File: config.mk
export PLATFORM = sky130hd
export DESIGN_NAME = aat_table
export DESIGN_NICKNAME = d
export VERILOG_FILES = /design/src/rtl/aat_pkg.sv /design/src/rtl/aat_overlap.sv /design/src/rtl/aat_victim.sv /design/src/rtl/aat_table.sv
export SDC_FILE = /design/constraint.sdc
export NUM_CORES = 2
export LEC_CHECK = 0
export ABC_AREA = 1
export BUFFER_PORTS_ARGS = -buffer_cell sky130_fd_sc_hd__buf_2
export CAP_MARGIN = 20
export CORE_ASPECT_RATIO = 0.6
export CORE_MARGIN = 1.5
export CORE_UTILIZATION = 30
export CTS_CLUSTER_SIZE = 28
export DETAILED_ROUTE_END_ITERATION = 12
export SLEW_MARGIN = 10
export SYNTH_ARGS = -nofsm -noshare
export SYNTH_HDL_FRONTEND = slang
export SYNTH_SLANG_ARGS = --single-unit
File: constraint.sdc
create_clock -name clk -period 0.8 [get_ports clk]
set_input_delay 0 -clock clk [delete_from_list [all_inputs] [get_ports clk]]
set_output_delay 0 -clock clk [all_outputs]
set_load 0.03 [all_outputs]
File: src/rtl/aat_pkg.sv
package aat_pkg;

  // Action taken when a check finds its entry gone.
  typedef enum logic {
    MISS_RELOAD = 1'b0,
    MISS_BRANCH = 1'b1
  } miss_act_e;

endpackage

File: src/rtl/aat_overlap.sv
module aat_overlap #(
  parameter int ADDR_W = 32,
  parameter int SZ_W   = 2
) (
  input  logic [ADDR_W-1:0] a_addr_i,
  input  logic [SZ_W-1:0]   a_size_i,
  input  logic [ADDR_W-1:0] b_addr_i,
  input  logic [SZ_W-1:0]   b_size_i,
  output logic              overlap_o
);
  // One extra bit so the last byte never wraps around.
  localparam int EW = ADDR_W + 1;

  logic [EW-1:0] a_lo, a_last, b_lo, b_last;

  always_comb begin
    a_lo      = {1'b0, a_addr_i};
    b_lo      = {1'b0, b_addr_i};
    a_last    = a_lo + ((EW'(1) << a_size_i) - EW'(1));
    b_last    = b_lo + ((EW'(1) << b_size_i) - EW'(1));
    overlap_o = (a_lo <= b_last) && (b_lo <= a_last);
  end

endmodule

File: src/rtl/aat_victim.sv
module aat_victim #(
  parameter int ENTRIES = 8,
  parameter int TAG_W   = 6,
  parameter int IDX_W   = 3
) (
  input  logic [ENTRIES-1:0]            valid_i,
  input  logic [ENTRIES-1:0][TAG_W-1:0] tags_i,
  input  logic [TAG_W-1:0]              tag_i,
  input  logic [IDX_W-1:0]              rr_i,
  output logic [IDX_W-1:0]              slot_o,
  output logic                          use_rr_o
);
  logic             tag_hit, free_any;
  logic [IDX_W-1:0] tag_idx, free_idx;

  // Scan downward so the lowest matching or free slot wins.
  always_comb begin
    tag_hit  = 1'b0;
    tag_idx  = '0;
    free_any = 1'b0;
    free_idx = '0;
    for (int i = ENTRIES - 1; i >= 0; i--) begin
      if (valid_i[i] && (tags_i[i] == tag_i)) begin
        tag_hit = 1'b1;
        tag_idx = IDX_W'(i);
      end
      if (!valid_i[i]) begin
        free_any = 1'b1;
        free_idx = IDX_W'(i);
      end
    end
    use_rr_o = !tag_hit && !free_any;
    slot_o   = tag_hit ? tag_idx : (free_any ? free_idx : rr_i);
  end

endmodule

File: src/rtl/aat_table.sv
module aat_table
  import aat_pkg::*;
#(
  parameter int ENTRIES = 8,
  parameter int TAG_W   = 6,
  parameter int ADDR_W  = 32,
  parameter int SZ_W    = 2
) (
  input  logic              clk,
  input  logic              rst_n,
  input  logic              ld_valid,
  input  logic [TAG_W-1:0]  ld_tag,
  input  logic [ADDR_W-1:0] ld_addr,
  input  logic [SZ_W-1:0]   ld_size,
  input  logic              st_valid,
  input  logic [ADDR_W-1:0] st_addr,
  input  logic [SZ_W-1:0]   st_size,
  input  logic              chk_valid,
  input  logic [TAG_W-1:0]  chk_tag,
  input  logic              chk_mode,
  output logic              chk_done,
  output logic              chk_ok,
  output logic              reload_req,
  output logic              recover_br
);
  localparam int IDX_W = (ENTRIES > 1) ? $clog2(ENTRIES) : 1;

  // Reset: asserted asynchronously, released on the clock.
  logic [1:0] rst_sync_q;
  logic       rst_ni;

  always_ff @(posedge clk or negedge rst_n) begin
    if (!rst_n) rst_sync_q <= '0;
    else        rst_sync_q <= {rst_sync_q[0], 1'b1};
  end
  assign rst_ni = rst_sync_q[1];

  // Table state.
  logic [ENTRIES-1:0]             valid_q, valid_d;
  logic [ENTRIES-1:0][TAG_W-1:0]  tag_q;
  logic [ENTRIES-1:0][ADDR_W-1:0] addr_q;
  logic [ENTRIES-1:0][SZ_W-1:0]   sz_q;
  logic [IDX_W-1:0]               rr_q, rr_d;

  logic [ENTRIES-1:0] st_ovl, st_kill, chk_match, wr_en;
  logic [IDX_W-1:0]   ld_slot;
  logic               ld_use_rr, chk_hit;
  logic               done_d, ok_d, reload_d, recover_d;
  miss_act_e          miss_act;

  assign miss_act = miss_act_e'(chk_mode);

  aat_victim #(.ENTRIES(ENTRIES), .TAG_W(TAG_W), .IDX_W(IDX_W)) u_victim (
    .valid_i (valid_q),
    .tags_i  (tag_q),
    .tag_i   (ld_tag),
    .rr_i    (rr_q),
    .slot_o  (ld_slot),
    .use_rr_o(ld_use_rr)
  );

  for (genvar e = 0; e < ENTRIES; e++) begin : g_ent
    aat_overlap #(.ADDR_W(ADDR_W), .SZ_W(SZ_W)) u_ovl (
      .a_addr_i (addr_q[e]),
      .a_size_i (sz_q[e]),
      .b_addr_i (st_addr),
      .b_size_i (st_size),
      .overlap_o(st_ovl[e])
    );
    assign st_kill[e]   = st_valid & valid_q[e] & st_ovl[e];
    assign chk_match[e] = valid_q[e] & (tag_q[e] == chk_tag);
    assign wr_en[e]     = ld_valid & (ld_slot == IDX_W'(e));

    AST_STORE_KILLS: assert property (@(posedge clk) disable iff (!rst_ni)
      (st_kill[e] && !wr_en[e]) |=> !valid_q[e]);
    AST_HIT_FREES: assert property (@(posedge clk) disable iff (!rst_ni)
      (chk_valid && chk_match[e] && !wr_en[e]) |=> !valid_q[e]);
    AST_LOAD_SETS: assert property (@(posedge clk) disable iff (!rst_ni)
      wr_en[e] |=> valid_q[e]);

    for (genvar f = e + 1; f < ENTRIES; f++) begin : g_pair
      AST_UNIQUE_TAG: assert property (@(posedge clk) disable iff (!rst_ni)
        !(valid_q[e] && valid_q[f] && (tag_q[e] == tag_q[f])));
    end
  end

  assign chk_hit = |chk_match;

  // Next state: store and check clear first, the new load sets last.
  always_comb begin
    valid_d = valid_q;
    for (int i = 0; i < ENTRIES; i++) begin
      if (st_kill[i] || (chk_valid && chk_match[i])) valid_d[i] = 1'b0;
      if (wr_en[i])                                  valid_d[i] = 1'b1;
    end
    rr_d = rr_q;
    if (ld_valid && ld_use_rr)
      rr_d = (rr_q == IDX_W'(ENTRIES - 1)) ? '0 : rr_q + 1'b1;
    done_d    = chk_valid;
    ok_d      = chk_valid &&  chk_hit;
    reload_d  = chk_valid && !chk_hit && (miss_act == MISS_RELOAD);
    recover_d = chk_valid && !chk_hit && (miss_act == MISS_BRANCH);
  end

  always_ff @(posedge clk or negedge rst_ni) begin
    if (!rst_ni) begin
      valid_q    <= '0;
      rr_q       <= '0;
      chk_done   <= 1'b0;
      chk_ok     <= 1'b0;
      reload_req <= 1'b0;
      recover_br <= 1'b0;
    end else begin
      valid_q    <= valid_d;
      rr_q       <= rr_d;
      chk_done   <= done_d;
      chk_ok     <= ok_d;
      reload_req <= reload_d;
      recover_br <= recover_d;
    end
  end

  // Entry payload: no reset, written only when its slot is chosen.
  always_ff @(posedge clk) begin
    for (int i = 0; i < ENTRIES; i++) begin
      if (wr_en[i]) begin
        tag_q[i]  <= ld_tag;
        addr_q[i] <= ld_addr;
        sz_q[i]   <= ld_size;
      end
    end
  end

  AST_RESP_ONE: assert property (@(posedge clk) disable iff (!rst_ni)
    chk_done |-> ($countones({chk_ok, reload_req, recover_br}) == 1));
  AST_RESP_IDLE: assert property (@(posedge clk) disable iff (!rst_ni)
    !chk_done |-> !(chk_ok || reload_req || recover_br));
  AST_RESP_NEXT: assert property (@(posedge clk) disable iff (!rst_ni)
    chk_valid |=> chk_done);
  AST_RR_WHEN_FULL: assert property (@(posedge clk) disable iff (!rst_ni)
    (rr_q != $past(rr_q)) |-> $past(&valid_q));

endmodule

== Word-level counts from Yosys, hierarchy flattened ==
Index checks and enable logic that the tools add are counted.
Cells by class
  reduce and logical (&&, ||, !) cells: 51
  bitwise logic cells: 33
  add/subtract/negate cells: 19
  shift operators: 9
  muxes and demuxes: 51
  $lt $le $gt $ge: 16
  equality and inequality tests: 24
Operators by type and width (count)
  <= comparator 32 x 33 -> 1 bit: 16
  adder 32 x 33 -> 33 bit: 9
  left shift 1 x 2 -> 33 bit (first input constant): 9
  subtractor 33 x 1 -> 33 bit (second input constant): 9
  equality test 6 bit: 16
  two-way mux 3 bit: 19
  AND 1 bit: 32
  two-way mux 1 bit: 32
  logical AND 1 bit: 30
  nonzero test 2 bit: 8
  equality test 3 bit (second input constant): 5
  logical OR 1 bit: 8
  OR reduction 8 bit: 1
  equality test 3 x 2 -> 1 bit (second input constant): 2
  adder 3 x 1 -> 3 bit (second input constant): 1
  equality test 3 x 1 -> 1 bit (second input constant): 1
  zero test 1 bit: 3
  zero test 3 bit: 1
  NOT 1 bit: 1
Storage, ports and cells
  input bits: 86
  logic and storage cells: 241
  output and inout port bits: 4
  register bits after elaboration: 337

== Depth between registers and ports, before layout ==
  depth after elaboration: 14
  depth in mapped cells: 42
  gate-level depth less buffers: 42

== Modules after synthesis ==
Synthesis repeated with hierarchy kept, for this count alone.
Second synthesis, totals
  cell total of the unflattened synthesis: 7661
  area, all modules: 54925.2 um^2
By module, submodules not included
  aat_table: seq. area each 10034.6 um^2, area an instance 11190.7 um^2, instances 1, cells an instance 595
  aat_overlap at g_ent[4].u_ovl ...: seq. area each 0.0 um^2, area an instance 5365.1 um^2, instances 2, cells an instance 864
  aat_overlap at g_ent[6].u_ovl: seq. area each 0.0 um^2, area an instance 5470.2 um^2, instances 1, cells an instance 909
  aat_overlap at g_ent[2].u_ovl: seq. area each 0.0 um^2, area an instance 5420.2 um^2, instances 1, cells an instance 862
  aat_overlap at g_ent[1].u_ovl: seq. area each 0.0 um^2, area an instance 5368.9 um^2, instances 1, cells an instance 860
  aat_overlap at g_ent[3].u_ovl: seq. area each 0.0 um^2, area an instance 5292.6 um^2, instances 1, cells an instance 833
  aat_overlap at g_ent[0].u_ovl: seq. area each 0.0 um^2, area an instance 5277.6 um^2, instances 1, cells an instance 849
  aat_overlap at g_ent[7].u_ovl: seq. area each 0.0 um^2, area an instance 5213.8 um^2, instances 1, cells an instance 825
  aat_victim: seq. area each 0.0 um^2, area an instance 960.9 um^2, instances 1, cells an instance 200

== Least setup slack after synthesis ==
Ideal clock, no wire load.
  path kind: reg2reg
  start point: register sz_q[5] (netlist bit)
  end point: register valid_q[2]
  stages on the path, launching flop included: 29
  arrival: 3.999 ns
  setup time: 0.117 ns
  slack: -3.316 ns
  period minus slack after synthesis: 4.116 ns
  path buffers: 0
  required time: 0.683 ns
  cells stage by stage: edfxtp_1 -> inv_1 -> nand2_1 -> ha_1 -> inv_1 -> ha_1 -> fa_1 -> a21oi_1 -> o21ai_1 -> a21boi_2 -> o21ai_2 -> a21boi_1 -> nor2_1 -> nand2_1 -> nand2_1 -> nand2_1 -> nand2_1 -> xor2_1 -> ha_1 -> nand4_1 -> nor4_1 -> nand2_1 -> or4_1 -> nand3_1 -> nand2_1 -> nor2_1 -> nand2_1 -> nand2_1 -> nand2_1
On the way
  word-level cells in the longest chain between the ends: 8
Ends and longest elaborated chain
  start: declaration: RTL line aat_table.sv:42  | logic [ENTRIES-1:0][SZ_W-1:0] sz_q;
  start signal: indexed assignment: RTL line aat_table.sv:129  | sz_q[i] <= ld_size;
  left shift 1 x 2 -> 33 bit: RTL line aat_overlap.sv:19  | a_last = a_lo + ((EW'(1) << a_size_i) - EW'(1));
  subtractor 33 x 1 -> 33 bit: RTL line aat_overlap.sv:19
  adder 32 x 33 -> 33 bit: RTL line aat_overlap.sv:19
  <= comparator 32 x 33 -> 1 bit: RTL line aat_overlap.sv:21  | overlap_o = (a_lo <= b_last) && (b_lo <= a_last);
  logical AND 1 bit: RTL line aat_overlap.sv:21
  AND 1 bit: RTL line aat_table.sv:70  | assign st_kill[e] = st_valid & valid_q[e] & st_ovl[e];
  logical OR 1 bit: RTL line aat_table.sv:93  | if (st_kill[i] || (chk_valid && chk_match[i])) valid_d[i] = 1'b0;
  nonzero test 2 bit (no source line)
  end signal: assignment: RTL line aat_table.sv:114  | valid_q <= valid_d;
  end: declaration: RTL line aat_table.sv:39  | logic [ENTRIES-1:0] valid_q, valid_d;
No other way between the ends.
A chain may end at the register's enable or synchronous reset.

== Worst setup path in the final report ==
  start point: register sz_q[9] (netlist bit)
  end point: register valid_q[4]
The elaborated chain is that of the path after synthesis.

==> PnR_summary.wiki <==
{| class="wikitable"
! Metric !! Value
|-
| Part of the Yosys area used for sequential elements || about 26%
|-
| Outcome || finished, violations left
|-
| Initial drt markers || about 4000
|-
| Transition time of the tightest slew-check pin || ~750 ps
|-
| Effective utilization at floorplan || between 30% and 40%
|-
| Antenna violations before repair || 12
|-
| RSZ-0062 raised after global routing || yes
|-
| Violations in the final reports || setup timing
|-
| Clk Latency, worst-skew pair || around 630 ps
|-
| Fin area || between 50000 and 60000 sq um
|-
| Maximum vdd ir drop || between 1 and 1.5 mV
|-
| Clock tree from TritonCTS || done
|-
| Layout net count || a little under 8000
|-
| WP data required || about 1300 ps
|-
| Vert. Die Dim || between 200 and 300 microns
|-
| Minimum setup slack in the final design || -3600 ps
|-
| Number of placement rows || about 100
|-
| Number of synthesized flops with an enable pin || 320
|-
| Area post-placement || 53800 sq um
|-
| Relative max-transition margin || 49.8%
|-
| Reported max-cap violation count || 0
|-
| Overall Power || 127 mW
|-
| Inserted Clock Buffers || 43
|-
| Via Count || about 43000
|-
| Routed wire length per instance || a little under 20 microns
|-
| Synth Cell Area || just under 40000 sq um
|-
| Stage delay of the slowest cell on the critical path || around 400 ps
|-
| Sinks on the clock net || approximately 340
|-
| Number of synthesized register bits || ~340
|-
| Vias in the first global route || roughly 42000
|-
| Crit-path slowest cell || sky130_fd_sc_hd__edfxtp_1
|-
| Launch point of the worst hold path || ld_tag[4]
|-
| Reg2reg path depth || 42
|-
| Total gr overflow || 0
|-
| Pin count of the biggest net entering global routing || 28
|-
| Yosys warning count || 0
|-
| Top flip-flop cell by instance count after synthesis || sky130_fd_sc_hd__edfxtp_1
|-
| Area enclosed by the die boundary || roughly 130000 sq um
|-
| Start-to-end type of the worst setup path || reg2reg
|-
| Tmin final || about 4400 ps
|-
| Post-route setup TNS || -668090 ps
|-
| Routability cong. || ~0.97
|-
| Core outline area || ~130000 sq um
|-
| Clock Pin Slew Worst Setup and Hold Paths || 50 ps
|-
| Worst Hold Depth || 2
|-
| Critical R2R Capture || valid_q[4]
|-
| Worst reg2reg path startpoint || sz_q[9]
|-
| Final hold viol count || 0
|-
| Detailed-route DRC error count || 0
|-
| Global routing usage summed across all routing layers || about 25%
|-
| Detailed-router iteration count before antenna repair || 6
|-
| Number of distinct library cells after synthesis || slightly above 70
|-
| Top Ports || 90
|-
| Kind of start point of the critical path || flip-flop
|-
| Total number of H-tree levels || 2
|-
| Internal reg-to-reg setup slack || -3600 ps
|-
| Post-route core utilization || 45.5%
|-
| Max frequency || 228 MHz
|-
| CTS Root Cell || sky130_fd_sc_hd__clkbuf_16
|-
| Final-report max-slew violation count || 0
|-
| Count of endpoints failing setup in the final report || 341
|-
| Critical path buffers and inverters || 5
|-
| Net count after synthesis || a little under 6000
|-
| Kind of capture point of the worst setup path || flip-flop
|-
| Port Buf Inserts || just under 90
|-
| Proportion of layout cells with a drive suffix above 1 || 31.4%
|-
| Share of async-settable or async-resettable flops after synthesis || between 5 and 6%
|-
| Number of cells produced by synthesis || 5045
|-
| Power density over the cells || 2150 nW/um^2
|-
| Worst endpoint data arrival time || 4920 ps
|-
| Clock Tree Buf Depth || 3
|-
| Worst Clk Skew || about 45 ps
|-
| Post-detail-place hpwl || about 140 mm
|-
| Mean cell area of the mapped netlist || a little under 8 sq um
|-
| Static Leakage || roughly 30 nW
|-
| Kind of cell adding the most delay to the critical path || simple AND/OR/NAND/NOR gates
|-
| Highest fanout seen on the critical path || 3
|-
| Detailed-route wire length || between 150 and 200 mm
|-
| Worst min-delay path class || in2reg
|-
| Overall die width || ~470 microns
|-
| Cell with the most instances on the worst path || sky130_fd_sc_hd__nand2_1
|-
| Count of nets left with antenna violations after detail routing || 0
|-
| Fin crit share || 549%
|-
| Global-route wire length before repair || around 250 mm
|-
| Sink of the worst hold path || tag_q[28]
|-
| Post-synthesis to final-layout area growth || 49.8%
|-
| Via-per-instance ratio || about 5.0
|}
==> through the flow <==
step	hold WS, ps	worst slack [ps]	std cells
global placement	-214	-3890	8350
CTS	5.60	-3650	8570
finish	44.0	-3600	8608
global route	39.0	-4060	8602
detailed placement	-212	-3940	8350
floorplan	-296	-3180	5045
==> placed cells by master (no fill, tap or decap), drive strengths merged, types with 24 or more instances in the layout <==
master | Yosys | routed
a211oi | 29 | 29
a21o | 24 | 24
a21oi | 521 | 521
a31oi | 27 | 27
buf | 7 | 1719
clkbuf | 5 | 60
dlygate4sd3 | 0 | 47
edfxtp | 320 | 320
ha | 813 | 813
inv | 842 | 840
nand2 | 1007 | 1007
nand3 | 165 | 165
nand4 | 95 | 95
nor2 | 340 | 340
nor3 | 72 | 72
nor4 | 35 | 35
o21ai | 220 | 220
o21bai | 33 | 33
o22ai | 25 | 25
xnor2 | 145 | 145
xor2 | 145 | 145
==> logic make-up after synthesis <==
kind of cell,after synthesis,synth area share (%)
simple gates,1750,18.9
xor+xnor,290,6.55
other cells,1,0.00954
buf+inv,858,8.27
compound gates,986,14.4
flops,337,25.5
mux,1,0.0286
fa+ha+maj,822,26.3
==> worst max-delay path by stage <==
| stage | startpoint | to | depth (start not counted) |
|---|---|---|---|
| 5_1_grt | sz_q[9] | valid_q[4] | 42 |
| 4_1_cts | sz_q[6] | valid_q[3] | 25 |
| 3_3_place_gp | sz_q[3] | valid_q[1] | 25 |
| 2_1_floorplan | sz_q[5] | valid_q[2] | 28 |
| 3_5_place_dp | sz_q[6] | valid_q[3] | 26 |
| 6_report | sz_q[9] | valid_q[4] | 42 |
==> cells in the mapped netlist (9+ instances only) <==
cell	number	area share, %
sky130_fd_sc_hd__a31oi_1	27	0.43
sky130_fd_sc_hd__a221oi_1	17	0.38
sky130_fd_sc_hd__o21bai_1	31	0.59
sky130_fd_sc_hd__o21a_1	20	0.38
sky130_fd_sc_hd__a21boi_1	11	0.21
sky130_fd_sc_hd__o211ai_1	9	0.17
sky130_fd_sc_hd__nor4_1	34	0.54
sky130_fd_sc_hd__a21oi_1	517	6.6
sky130_fd_sc_hd__xor2_1	140	3.1
sky130_fd_sc_hd__nand3b_1	12	0.23
sky130_fd_sc_hd__a211oi_1	29	0.55
sky130_fd_sc_hd__a21o_1	24	0.46
sky130_fd_sc_hd__o22ai_1	25	0.40
sky130_fd_sc_hd__nand3_1	158	2.0
sky130_fd_sc_hd__o21ai_1	26	0.33
sky130_fd_sc_hd__edfxtp_1	320	24
sky130_fd_sc_hd__o21ai_0	182	2.3
sky130_fd_sc_hd__nor2_1	335	3.2
sky130_fd_sc_hd__nand4_1	95	1.5
sky130_fd_sc_hd__inv_1	834	8.0
sky130_fd_sc_hd__dfrtp_1	17	1.1
sky130_fd_sc_hd__nor3_1	72	0.92
sky130_fd_sc_hd__fa_1	9	0.46
sky130_fd_sc_hd__nand2_1	999	9.5
sky130_fd_sc_hd__o21ai_2	12	0.27
sky130_fd_sc_hd__ha_1	813	26
sky130_fd_sc_hd__o31ai_1	9	0.17
sky130_fd_sc_hd__xnor2_1	145	3.2
==> state kept, by name, indices dropped and copies added, names as in the netlist <==
signal,cells
sz_q,16
rr_q,3
tag_q,48
rst_sync_q,2
chk_ok,1
recover_br,1
chk_done,1
reload_req,1
valid_q,8
addr_q,256
==> timing repair <==
action	CTS	global route
hold buffers	51	0
hold endpoints to repair	326	0
endpoints found under the setup margin	338	359
gates cloned	32	5
resized for setup	176	243
setup buffers	60	48
pin swaps	104	160
==> worst register-to-register path: cells and delay by family (launching register included) <==
kind / cells / cell delay (ps)
buffers and inverters: 5 / 320
AOI/OAI and AO/OA: 4 / 510
adders and majority gates: 4 / 1070
xor gates and xnor gates: 1 / 120
and+or+nand+nor: 28 / 1920
DFF: 1 / 400
==> report_power, final <==
group	switching (mW)	leakage [nW]	internal [mW]	total [mW]
clock network	8.82	0.675	11.7	20.5
registers	2.03	3.13	22.0	24.0
logic	43.4	26.1	39.0	82.4
total	54.2	29.9	72.6	127
==> area by class of cell <==
class	count	area [sq um]
Fill cell	12700	70600
Multi-Input combinational cell	3850	27600
Timing Repair Buffer	1775	14500
Sequential cell	337	10000
Inverter	846	3200
Tap cell	1716	2150
Clock buffer	55	1140
Clock inverter	23	253
Antenna cell	6	15.0
==> layer usage <==
layer	up-vias	track usage, %	wire, microns
met5	-	0	0
met4	0	6.10	4760
li1	21000	-	-
met3	241	6.54	20600
met2	1702	33.8	64400
met1	20500	37.4	80300
Note: power is estimated with default switching activity, not from simulation.
